File: src/rtl/nvs_pkg.sv
// Shared definitions for the shadowed SRAM controller: copy-engine state
// encoding and the fixed command address sequences (6-bit addresses).
package nvs_pkg;
    localparam int SEQ_LEN = 6;
    localparam int SEQ_AW  = 6;

    typedef enum logic [1:0] {
        ENG_IDLE  = 2'd0,
        ENG_STORE = 2'd1,
        ENG_CLEAR = 2'd2,
        ENG_LOAD  = 2'd3
    } eng_state_t;

    localparam logic [SEQ_AW-1:0] STORE_TAIL  = 6'h23;
    localparam logic [SEQ_AW-1:0] RECALL_TAIL = 6'h31;

    // Address expected at shared step 0..SEQ_LEN-2.
    function automatic logic [SEQ_AW-1:0] seq_addr(input int step);
        logic [SEQ_AW-1:0] a;
        case (step)
            0:       a = 6'h15;
            1:       a = 6'h2A;
            2:       a = 6'h07;
            3:       a = 6'h38;
            default: a = 6'h1C;
        endcase
        return a;
    endfunction
endpackage

File: src/rtl/nvs_seq_match.sv
// Command sequence matcher. Follows the shared read-address prefix and flags
// a STORE or RECALL hit on the final read. Assumes ADDR_W >= 6 and that
// accesses are already qualified (idle and powered). Any write or unexpected
// read returns it to step 0; a busy engine holds it at step 0.
module nvs_seq_match
    import nvs_pkg::*;
#(
    parameter int ADDR_W = 6
) (
    input  logic              clk,
    input  logic              rst_n,
    input  logic              abort,
    input  logic              rd_acc,
    input  logic              wr_acc,
    input  logic [ADDR_W-1:0] addr,
    output logic              store_hit,
    output logic              recall_hit
);
    localparam int SW = $clog2(SEQ_LEN);
    localparam logic [SW-1:0] LAST = SW'(SEQ_LEN - 1);

    logic [SW-1:0] step;
    logic          step_match;

    // Decode the current read against the expected address.
    always_comb begin
        step_match = rd_acc && (step < LAST) &&
                     (addr == ADDR_W'(seq_addr(int'(step))));
        store_hit  = rd_acc && (step == LAST) && (addr == ADDR_W'(STORE_TAIL));
        recall_hit = rd_acc && (step == LAST) && (addr == ADDR_W'(RECALL_TAIL));
    end

    // Advance on a matching read, fall back to step 0 on anything else.
    always_ff @(posedge clk) begin
        if (!rst_n || abort) begin
            step <= '0;
        end else if (wr_acc) begin
            step <= '0;
        end else if (rd_acc) begin
            step <= step_match ? step + SW'(1) : '0;
        end
    end

    assert_step_range_R6: assert property (@(posedge clk) disable iff (!rst_n)
        step <= LAST);
    assert_write_aborts_R6: assert property (@(posedge clk) disable iff (!rst_n)
        wr_acc |=> step == '0);
    assert_hit_exclusive_R5: assert property (@(posedge clk) disable iff (!rst_n)
        !(store_hit && recall_hit));
endmodule

File: src/rtl/nvs_copy_engine.sv
// Copy engine. Chooses between STORE and RECALL and times each phase with a
// down counter. Emits one-cycle strobes in the last cycle of each phase.
// Assumes pin_low is already masked while the engine drives the line.
// A power fall during RECALL is queued and runs right after it.
module nvs_copy_engine
    import nvs_pkg::*;
#(
    parameter int STORE_CYC = 20,
    parameter int CLEAR_CYC = 4,
    parameter int LOAD_CYC  = 12
) (
    input  logic clk,
    input  logic rst_n,
    input  logic pwr_ok,
    input  logic pin_low,
    input  logic seq_store,
    input  logic seq_recall,
    output logic busy,
    output logic do_store,
    output logic do_clear,
    output logic do_load
);
    localparam int MAXC = (STORE_CYC > CLEAR_CYC) ?
                          ((STORE_CYC > LOAD_CYC) ? STORE_CYC : LOAD_CYC) :
                          ((CLEAR_CYC > LOAD_CYC) ? CLEAR_CYC : LOAD_CYC);
    localparam int CW = $clog2(MAXC + 1);

    eng_state_t    state;
    logic [CW-1:0] cnt;
    logic          pwr_q;
    logic          pend;
    logic          pwr_fall, pwr_rise, want_store, want_recall, last;

    // Trigger decode and phase-end strobes.
    always_comb begin
        pwr_fall    = pwr_q && !pwr_ok;
        pwr_rise    = !pwr_q && pwr_ok;
        want_store  = pwr_fall || pin_low || seq_store;
        want_recall = pwr_rise || seq_recall;
        last        = (cnt == '0);
        busy        = (state != ENG_IDLE);
        do_store    = (state == ENG_STORE) && last;
        do_clear    = (state == ENG_CLEAR) && last;
        do_load     = (state == ENG_LOAD)  && last;
    end

    // Phase sequencing, counters and queued store.
    always_ff @(posedge clk) begin
        if (!rst_n) begin
            state <= ENG_IDLE;
            cnt   <= '0;
            pwr_q <= 1'b0;
            pend  <= 1'b0;
        end else begin
            pwr_q <= pwr_ok;
            case (state)
                ENG_IDLE: begin
                    if (want_store) begin
                        state <= ENG_STORE;
                        cnt   <= CW'(STORE_CYC - 1);
                    end else if (want_recall) begin
                        state <= ENG_CLEAR;
                        cnt   <= CW'(CLEAR_CYC - 1);
                    end
                end
                ENG_STORE: begin
                    if (last) state <= ENG_IDLE;
                    else      cnt   <= cnt - CW'(1);
                end
                ENG_CLEAR: begin
                    pend <= pend || pwr_fall;
                    if (last) begin
                        state <= ENG_LOAD;
                        cnt   <= CW'(LOAD_CYC - 1);
                    end else begin
                        cnt <= cnt - CW'(1);
                    end
                end
                default: begin
                    if (last) begin
                        pend <= 1'b0;
                        if (pend || pwr_fall) begin
                            state <= ENG_STORE;
                            cnt   <= CW'(STORE_CYC - 1);
                        end else begin
                            state <= ENG_IDLE;
                        end
                    end else begin
                        pend <= pend || pwr_fall;
                        cnt  <= cnt - CW'(1);
                    end
                end
            endcase
        end
    end

    assert_no_pend_idle_R11: assert property (@(posedge clk) disable iff (!rst_n)
        state == ENG_IDLE |-> !pend);
    assert_store_holds_R4: assert property (@(posedge clk) disable iff (!rst_n)
        (state == ENG_STORE && !last) |=> state == ENG_STORE);
    assert_recall_order_R3: assert property (@(posedge clk) disable iff (!rst_n)
        do_clear |=> state == ENG_LOAD);
    assert_queued_store_R11: assert property (@(posedge clk) disable iff (!rst_n)
        (do_load && pend) |=> state == ENG_STORE);
endmodule

File: src/rtl/nvs_cell_array.sv
// SRAM and shadow arrays. Performs user word access and the whole-array
// copies: shadow <= sram on store, clear then shadow -> sram on recall.
// Both arrays reset to zero so that simulation is deterministic.
module nvs_cell_array #(
    parameter int ADDR_W = 6,
    parameter int DATA_W = 8
) (
    input  logic              clk,
    input  logic              rst_n,
    input  logic              wr_en,
    input  logic              rd_en,
    input  logic [ADDR_W-1:0] addr,
    input  logic [DATA_W-1:0] wdata,
    input  logic              do_store,
    input  logic              do_clear,
    input  logic              do_load,
    output logic [DATA_W-1:0] rdata
);
    localparam int DEPTH = 1 << ADDR_W;

    logic [DEPTH-1:0][DATA_W-1:0] sram;
    logic [DEPTH-1:0][DATA_W-1:0] shadow;

    // Word access and bulk copies; bulk copies and access never overlap.
    always_ff @(posedge clk) begin
        if (!rst_n) begin
            sram   <= '0;
            shadow <= '0;
            rdata  <= '0;
        end else begin
            if (do_store) shadow <= sram;
            if (do_clear)      sram <= '0;
            else if (do_load)  sram <= shadow;
            else if (wr_en)    sram[addr] <= wdata;
            if (rd_en) rdata <= sram[addr];
        end
    end

    assert_shadow_kept_R10: assert property (@(posedge clk) disable iff (!rst_n)
        !do_store |=> $stable(shadow));
    assert_cleared_R3: assert property (@(posedge clk) disable iff (!rst_n)
        do_clear |=> sram == '0);
    assert_write_lands_R2: assert property (@(posedge clk) disable iff (!rst_n)
        (wr_en && !do_clear && !do_load) |=> sram[$past(addr)] == $past(wdata));
endmodule

File: src/rtl/nvsram_ctrl.sv
// Top of the shadowed SRAM controller. Qualifies host accesses (idle and
// powered) and drives the open-drain store/busy line and read data enable.
// Assumes synchronous host inputs and ADDR_W >= 6.
module nvsram_ctrl #(
    parameter int ADDR_W    = 6,
    parameter int DATA_W    = 8,
    parameter int STORE_CYC = 20,
    parameter int CLEAR_CYC = 4,
    parameter int LOAD_CYC  = 12
) (
    input  logic              clk,
    input  logic              rst_n,
    input  logic              ce_n,
    input  logic              oe_n,
    input  logic              we_n,
    input  logic [ADDR_W-1:0] addr,
    input  logic [DATA_W-1:0] dq_in,
    output logic [DATA_W-1:0] dq_out,
    output logic              dq_oe,
    input  logic              store_pin_in,
    output logic              store_pin_pull,
    input  logic              pwr_ok
);
    logic busy, io_ok, rd_acc, wr_acc, drive_q, pin_low;
    logic seq_store, seq_recall, do_store, do_clear, do_load;

    // Access qualification and pin sensing.
    always_comb begin
        io_ok          = !busy && pwr_ok && !ce_n;
        wr_acc         = io_ok && !we_n;
        rd_acc         = io_ok && we_n;
        pin_low        = !store_pin_in && !busy;
        store_pin_pull = busy;
        dq_oe          = drive_q && !busy && pwr_ok;
    end

    // Register the output-enable of a read for the next cycle.
    always_ff @(posedge clk) begin
        if (!rst_n) drive_q <= 1'b0;
        else        drive_q <= rd_acc && !oe_n;
    end

    nvs_seq_match #(.ADDR_W(ADDR_W)) u_match (
        .clk(clk), .rst_n(rst_n), .abort(busy), .rd_acc(rd_acc), .wr_acc(wr_acc),
        .addr(addr), .store_hit(seq_store), .recall_hit(seq_recall)
    );

    nvs_copy_engine #(.STORE_CYC(STORE_CYC), .CLEAR_CYC(CLEAR_CYC), .LOAD_CYC(LOAD_CYC)) u_engine (
        .clk(clk), .rst_n(rst_n), .pwr_ok(pwr_ok), .pin_low(pin_low),
        .seq_store(seq_store), .seq_recall(seq_recall), .busy(busy),
        .do_store(do_store), .do_clear(do_clear), .do_load(do_load)
    );

    nvs_cell_array #(.ADDR_W(ADDR_W), .DATA_W(DATA_W)) u_cells (
        .clk(clk), .rst_n(rst_n), .wr_en(wr_acc), .rd_en(rd_acc), .addr(addr),
        .wdata(dq_in), .do_store(do_store), .do_clear(do_clear), .do_load(do_load),
        .rdata(dq_out)
    );

    assert_lockout_R9: assert property (@(posedge clk) disable iff (!rst_n)
        busy |-> !dq_oe);
    assert_drive_after_read_R2: assert property (@(posedge clk) disable iff (!rst_n)
        dq_oe |-> $past(rd_acc && !oe_n));
    assert_unpowered_quiet_R12: assert property (@(posedge clk) disable iff (!rst_n)
        !pwr_ok |=> !$past(wr_acc) && !$past(rd_acc));
    assert_reset_idle_R1: assert property (@(posedge clk)
        !rst_n |=> !store_pin_pull && !dq_oe);
endmodule

File: config.mk
export PLATFORM = sky130hd
export DESIGN_NAME = nvsram_ctrl
export DESIGN_NICKNAME = d
export VERILOG_FILES = /design/src/rtl/nvs_pkg.sv /design/src/rtl/nvs_seq_match.sv /design/src/rtl/nvs_copy_engine.sv /design/src/rtl/nvs_cell_array.sv /design/src/rtl/nvsram_ctrl.sv
export SDC_FILE = /design/constraint.sdc
export NUM_CORES = 2
export LEC_CHECK = 0
export BUFFER_PORTS_ARGS = -buffer_cell sky130_fd_sc_hd__buf_2
export CORE_ASPECT_RATIO = 1.2
export CORE_UTILIZATION = 50
export CTS_BUF_LIST = sky130_fd_sc_hd__clkbuf_2 sky130_fd_sc_hd__clkbuf_4 sky130_fd_sc_hd__clkbuf_8
export DETAILED_ROUTE_END_ITERATION = 7
export PLACE_DENSITY = 0.71
export RECOVER_POWER = 100
export SETUP_SLACK_MARGIN = 0.4
export SYNTH_ARGS = -nofsm -noshare
export SYNTH_HDL_FRONTEND = slang
export SYNTH_SLANG_ARGS = --single-unit
File: constraint.sdc
create_clock -name clk -period 3.3 [get_ports clk]
set_input_delay 0.33 -clock clk [delete_from_list [all_inputs] [get_ports clk]]
set_output_delay 0.33 -clock clk [all_outputs]
set_load 0.03 [all_outputs]
## Yosys cells after proc, flatten, opt, wreduce, memory -nomap -nowiden

Index checks and enable logic that the tools add are counted.

- Input port bits: 21
- Register bits after elaboration: 1045

- Order comparisons: 3
- Mux-type cells: 25
- Bitwise gates (word level): 1
- Reduce and logical (&&, ||, !) cells: 43
- Add/sub/neg operators: 2
- Equal/unequal tests: 15

Operator list:

| cell | count |
|---|---|
| $mux W512 | 2 |
| $bwmux W512 | 1 |
| $bmux W8 S6 | 1 |
| $demux W8 S6 | 1 |
| $mux W5 | 6 |
| $pmux W6 S4 | 1 |
| $logic_and A1 B1 Y1 | 19 |
| $mux W8 | 2 |
| $pmux W5 S3 | 1 |
| $eq A6 B6 Y1 const B | 2 |
| $mux W2 | 5 |
| $logic_not A1 Y1 | 8 |
| $lt A6 B7 Y1 const B | 1 |
| $eq A3 B2 Y1 const B | 2 |
| $eq A6 B6 Y1 | 1 |
| $ge A6 B1 Y1 const B | 1 |
| $pmux W2 S3 | 1 |
| $reduce_bool A2 Y1 | 3 |
| $reduce_or A2 Y1 | 3 |
| $logic_not A5 Y1 | 1 |
| $logic_or A1 B1 Y1 | 5 |
| $sub A5 B1 Y5 const B | 1 |
| $eq A2 B2 Y1 const B | 2 |
| $ne A2 B1 Y1 const B | 2 |
| 16 further kinds | 17 |

## Longest topological paths before layout

- Depth in word-level cells: 11
- Mapped depth: 10
- Gate-level depth less buffers: 8

## Cells and area by module

From an unflattened synthesis, not the netlist that was laid out.

- Cells, all modules: 4723
- Area total of the unflattened synthesis: 45031.9 sq um

Modules (own cells, without submodules):

| module | cells an instance | area an instance (sq um) | times used | sequential area each (sq um) |
|---|---|---|---|---|
| nvs_cell_array | 4602 | 44047.2 | 1 | 20659.8 |
| nvs_copy_engine | 73 | 585.6 | 1 | 180.2 |
| nvs_seq_match | 42 | 335.3 | 1 | 60.1 |
| nvsram_ctrl | 6 | 63.8 | 1 | 20.0 |

## Worst setup path before layout

OpenSTA, ideal clock, no wires.

- Path kind: register to register
- From: register u_engine.cnt[0]
- To: register u_cells.sram[32] (netlist name)
- Path slack: 988 ps
- Stages on the path, launching flop included: 10
- Setup time: 147 ps
- Path buffers: 4
- Arrival: 2166 ps
- Clock period less this slack: 2312 ps
- Path through: dfxtp_1 -> inv_1 -> ha_1 -> nor4b_2 -> nand3_1 -> buf_2 -> clkbuf_1 -> clkbuf_1 -> clkbuf_1 -> a211oi_1

- Longest elaborated chain between the ends: 3
- Elaborated cells between the ends (all ways): 6
- Classes of those cells: 1 x mux; 5 x reduce/logical

Ends and longest elaborated chain:

| item | line | RTL |
|---|---|---|
| start, declared | nvs_copy_engine.sv:29 | `logic [CW-1:0] cnt;` |
| start signal, assigned | nvs_copy_engine.sv:60 | `cnt <= CW'(STORE_CYC - 1);` |
| start signal, assigned | nvs_copy_engine.sv:63 | `cnt <= CW'(CLEAR_CYC - 1);` |
| start signal, assigned | nvs_copy_engine.sv:68 | `else cnt <= cnt - CW'(1);` |
| $logic_not A5 Y1 (*) | nvs_copy_engine.sv:40 | `last = (cnt == '0);` |
| $logic_and A1 B1 Y1 (on tied branches) | nvs_copy_engine.sv:44, nvs_copy_engine.sv:43 |  |
| $mux W512 (tied with other cells) | nvs_cell_array.sv:33 | `else if (do_load) sram <= shadow;` |
| end signal, assigned | nvs_cell_array.sv:33 |  |
| end signal, assigned by index | nvs_cell_array.sv:34 | `else if (wr_en) sram[addr] <= wdata;` |
| end, declared | nvs_cell_array.sv:21 | `logic [DEPTH-1:0][DATA_W-1:0] sram;` |

Every way passes the cells marked *; elsewhere a longest branch is shown, timed or not.
A chain may end at the register's enable or synchronous reset.

## Worst setup path after layout

- From: register u_engine.state[1]
- To: register u_cells.sram[28] (netlist name)

- Longest elaborated chain between the ends: 6
- Elaborated cells between the ends (all ways): 12
- Classes of those cells: 2 x eq/ne; 1 x mux; 9 x reduce/logical

Ends and longest elaborated chain:

| item | line | RTL |
|---|---|---|
| start, declared | nvs_copy_engine.sv:28 | `eng_state_t state;` |
| start signal, assigned | nvs_copy_engine.sv:50 | `state <= ENG_IDLE;` |
| start signal, assigned | nvs_copy_engine.sv:59 | `state <= ENG_STORE;` |
| start signal, assigned | nvs_copy_engine.sv:62 | `state <= ENG_CLEAR;` |
| $reduce_bool A2 Y1 | nvs_copy_engine.sv:41 | `busy = (state != ENG_IDLE);` |
| $logic_not A1 Y1 | nvsram_ctrl.sv:29 | `io_ok = !busy && pwr_ok && !ce_n;` |
| $logic_and A1 B1 Y1 (2 in series) | nvsram_ctrl.sv:29 |  |
| $logic_and A1 B1 Y1 | nvsram_ctrl.sv:30 | `wr_acc = io_ok && !we_n;` |
| $reduce_bool A2 Y1 (no source line) | - |  |

Parallel ways exist; a longest one is shown, timed or not.

==> flow_summary.yaml <==
detailed_routing:
  num_vias: 41000
  avgViaCountPerCell: 6.26
  dr_wl_met3_mm: 15.5
  ant_nets: 0
  detail_route.first_pass.iterations: 8
  drtIter0Drc: 5160
  wl_per_cell_um: 23.1
  wl_met2_mm: 67.5
  wl_met1_mm: 59.3
  drt-total-wl_mm: 151
  top_layer: "met5"
  drcViolationCount: 0
critical_path:
  slowest_delay_ns: 0.50
  path_class: "reg -> reg"
  reg2reg_depth: 8
  worstPathRequired_ns: 4.07
  arrival_ns: 3.80
  crit_buf_inv: 3
  worstReg2RegStart: "u_engine.state[1]$_SDFFE_PN0P_"
  cp-startpoint: "u_engine.state[1]$_SDFFE_PN0P_"
  reg2reg_slack_ns: 0.27
  cp.depth: 8
  path_delay_family: "simple AND/OR/NAND/NOR gates"
  crit_path_start_kind: "flip-flop"
  crit_fanout: 14
  crit_chain: "buf_4 > nor4b_4 > nand2_1 > clkbuf_1 > nor3_4 > clkbuf_2 > mux2i_1 > a211oi_1"
  crit_path_end_kind: "flip-flop"
  cpMaxStageDelayCell: "nand2_1"
layout:
  fin_cells: 6550
  nNetsFinal: 5279
  drive_above_1_share: 0.126
  syn_to_final_growth_pct: 11.4
  nFillCells: 7960
  final_core_util: 0.562
  final_cell_area_um2: 50100
synth:
  netlist_area_um2: 45000
  syn_area_per_cell_um2: 8.44
  ys_seq_area_frac: 0.465
  synth_edf_count: 0
  synthArstFlopShare: 0
  synth_top_area_cell: "dfxtp_1"
  synth.distinct_cells: 77
  syn_inst: 5331
  synthesis.nets: 5358
  synth_top_area_share: 0.465
  yosysMostFrequentCell: "nand2_1"
  synth_area_leaders: "dfxtp_1, nand2_1, a21oi_1, mux2i_1, a211oi_1"
  ys_ff_latch: 1045
  synth-main-ff-cell: "dfxtp_1"
  synthTopCellsByCount: "nand2_1, dfxtp_1, a21oi_1"
  yosys_warnings: 0
sta:
  period_needed_ns: 3.03
  fin_skew_ns: 0.0356
  setup_slack_ns: 0.272
  setup_viol: 0
  slew_viol_final: 0
  hold_viol: 0
  worstMarginPinSlew_ns: 1.40
  fmax_mhz: 330
  rsz0062_at_grt: "yes"
  max-slew-margin-rel: 0.0656
  post-route-period-util: 0.918
  finalSetupTns_ns: 0
  holdWs_ns: 0.0983
global_routing:
  grt_pass1_wl_mm: 228
  gr-usage-all-layers: 0.324
  grt_pass1_vias: 37700
  grt_max_degree: 115
  overflow: 0
  grt_antenna_before_repair: 5
clock_tree:
  clock_latency_ns: 0.87
  cts_root_buffer: "clkbuf_8"
  cts_sinks: 1045
  htreeDepth: 4
  cts_tree: "yes"
  cts_setup_buffers: 0
  clk_pin_slew_ns: 0.07
  cts_made_buffers: 161
  cts.path.max_buffers: 3
worst_hold_path:
  worstHoldPathCells: 3
  hold_path_class: "in -> reg"
  min_from: "dq_in[6]"
floorplanning:
  dieHeight_um: 331
  die_w_um: 276
  initial_core_util: 0.504
  coreArea_um2: 89200
  ioPinCount: 31
  die-area_um2: 91200
  fp-row-count: 120
pwr:
  peakVddDrop_mv: 0.401
  power.total_mw: 27.2
  leakage_nw: 16.5
  power_density_nw_per_um2: 543
placed_design:
  dpl_cell_area_um2: 46800
  post-place-ws_ns: 0.371
  place.gp.congestion: 1.00
  dp_cells: 6243
  port_buffers: 30
  dp_hpwl_mm: 92.6
run_status:
  outcome: "completed"
run:
  drv_cap: 0
[state kept, by name (all words and copies together), names as in the netlist]
register and count:
u_match.step 3, u_cells.sram 512, u_cells.rdata 8, u_engine.pend 1, u_engine.cnt 5, u_cells.shadow 512, drive_q 1, u_engine.state 2
u_engine.pwr_q 1
[per-layer routing]
| metal | global-route usage | up-vias |
|---|---|---|
| met3 | 0.0748 | 529 |
| met4 | 0.187 | 4 |
| met5 | 0 | - |
| met2 | 0.493 | 2183 |
| li1 | - | 18600 |
| met1 | 0.422 | 19700 |
[logic make-up (layout without fill, tap and decap cells)]
group,after synthesis,in the layout,synth area share
xor+xnor,1,1,0.000195
compound gates,1519,1519,0.214
simple gates,1861,1861,0.169
fa+ha+maj,6,6,0.00167
buf+inv,493,551,0.0448
flops,1045,1045,0.465
other cells,0,2,0
mux,406,406,0.106
[final cells by class]
class | count | area [µm²] | area share
diodes | 2 | 5.00 | 0.0000999
clock buffers | 265 | 3370 | 0.0673
clock inverters | 35 | 302 | 0.00602
inverters | 13 | 56.3 | 0.00112
multi-input cells | 3793 | 21900 | 0.438
flip-flops and latches | 1045 | 20900 | 0.418
well taps | 1159 | 1450 | 0.0289
repair buffers | 238 | 2060 | 0.0411
[path summary, 6_finish.rpt]
| check | endpoint |
|---|---|
| hold / removal | u_cells.sram[222]$_SDFFE_PP0P_ |
| setup reg to reg | u_cells.sram[28]$_SDFFE_PP0P_ |
| setup / recovery | u_cells.sram[28]$_SDFFE_PP0P_ |
| hold reg to reg | u_cells.sram[64]$_SDFFE_PP0P_ |
[power breakdown]
group | switching [mW] | internal (mW) | leakage [nW]
Sequential | 0.121 | 12.7 | 8.42
Clock | 5.37 | 6.67 | 1.95
Combinational | 1.76 | 0.542 | 6.18
[worst min-delay path, stage by stage]
cell and delay [ns]:
buf_2 0.27, mux2i_1 0.21, a211oi_1 0.08
[cell usage in the layout, fill, tap and decap left out, drive strengths merged, types with 4 or more instances in the layout]
master	Yosys	final
a31oi	14	14
a22o	8	8
and3	4	4
a21oi	770	770
o32ai	4	4
o21ai	67	67
clkinv	1	22
o221ai	15	15
nor2b	11	11
a221oi	61	61
dfxtp	1045	1045
nand3	17	17
mux2	38	38
mux4	51	51
nand2	1190	1190
and2	11	11
nor2	533	533
dlygate4sd3	0	5
a221o	6	6
nor3b	4	4
o31a	4	4
mux2i	317	317
inv	12	20
nor3	63	63
clkinvlp	0	4
clkbuf	332	313
nand2b	4	4
a22oi	124	124
nand4	4	4
o22ai	26	26
o211ai	4	4
buf	148	185
a211oi	385	385
ha	6	6
[timing repair]
action / in CTS / in global routing
hold buffers: 5 / 0
endpoints found under the setup margin: 0 / 44
hold endpoints to repair: 14 / 0
gates resized for setup: 0 / 8
Note: power is estimated with default switching activity, not from simulation.
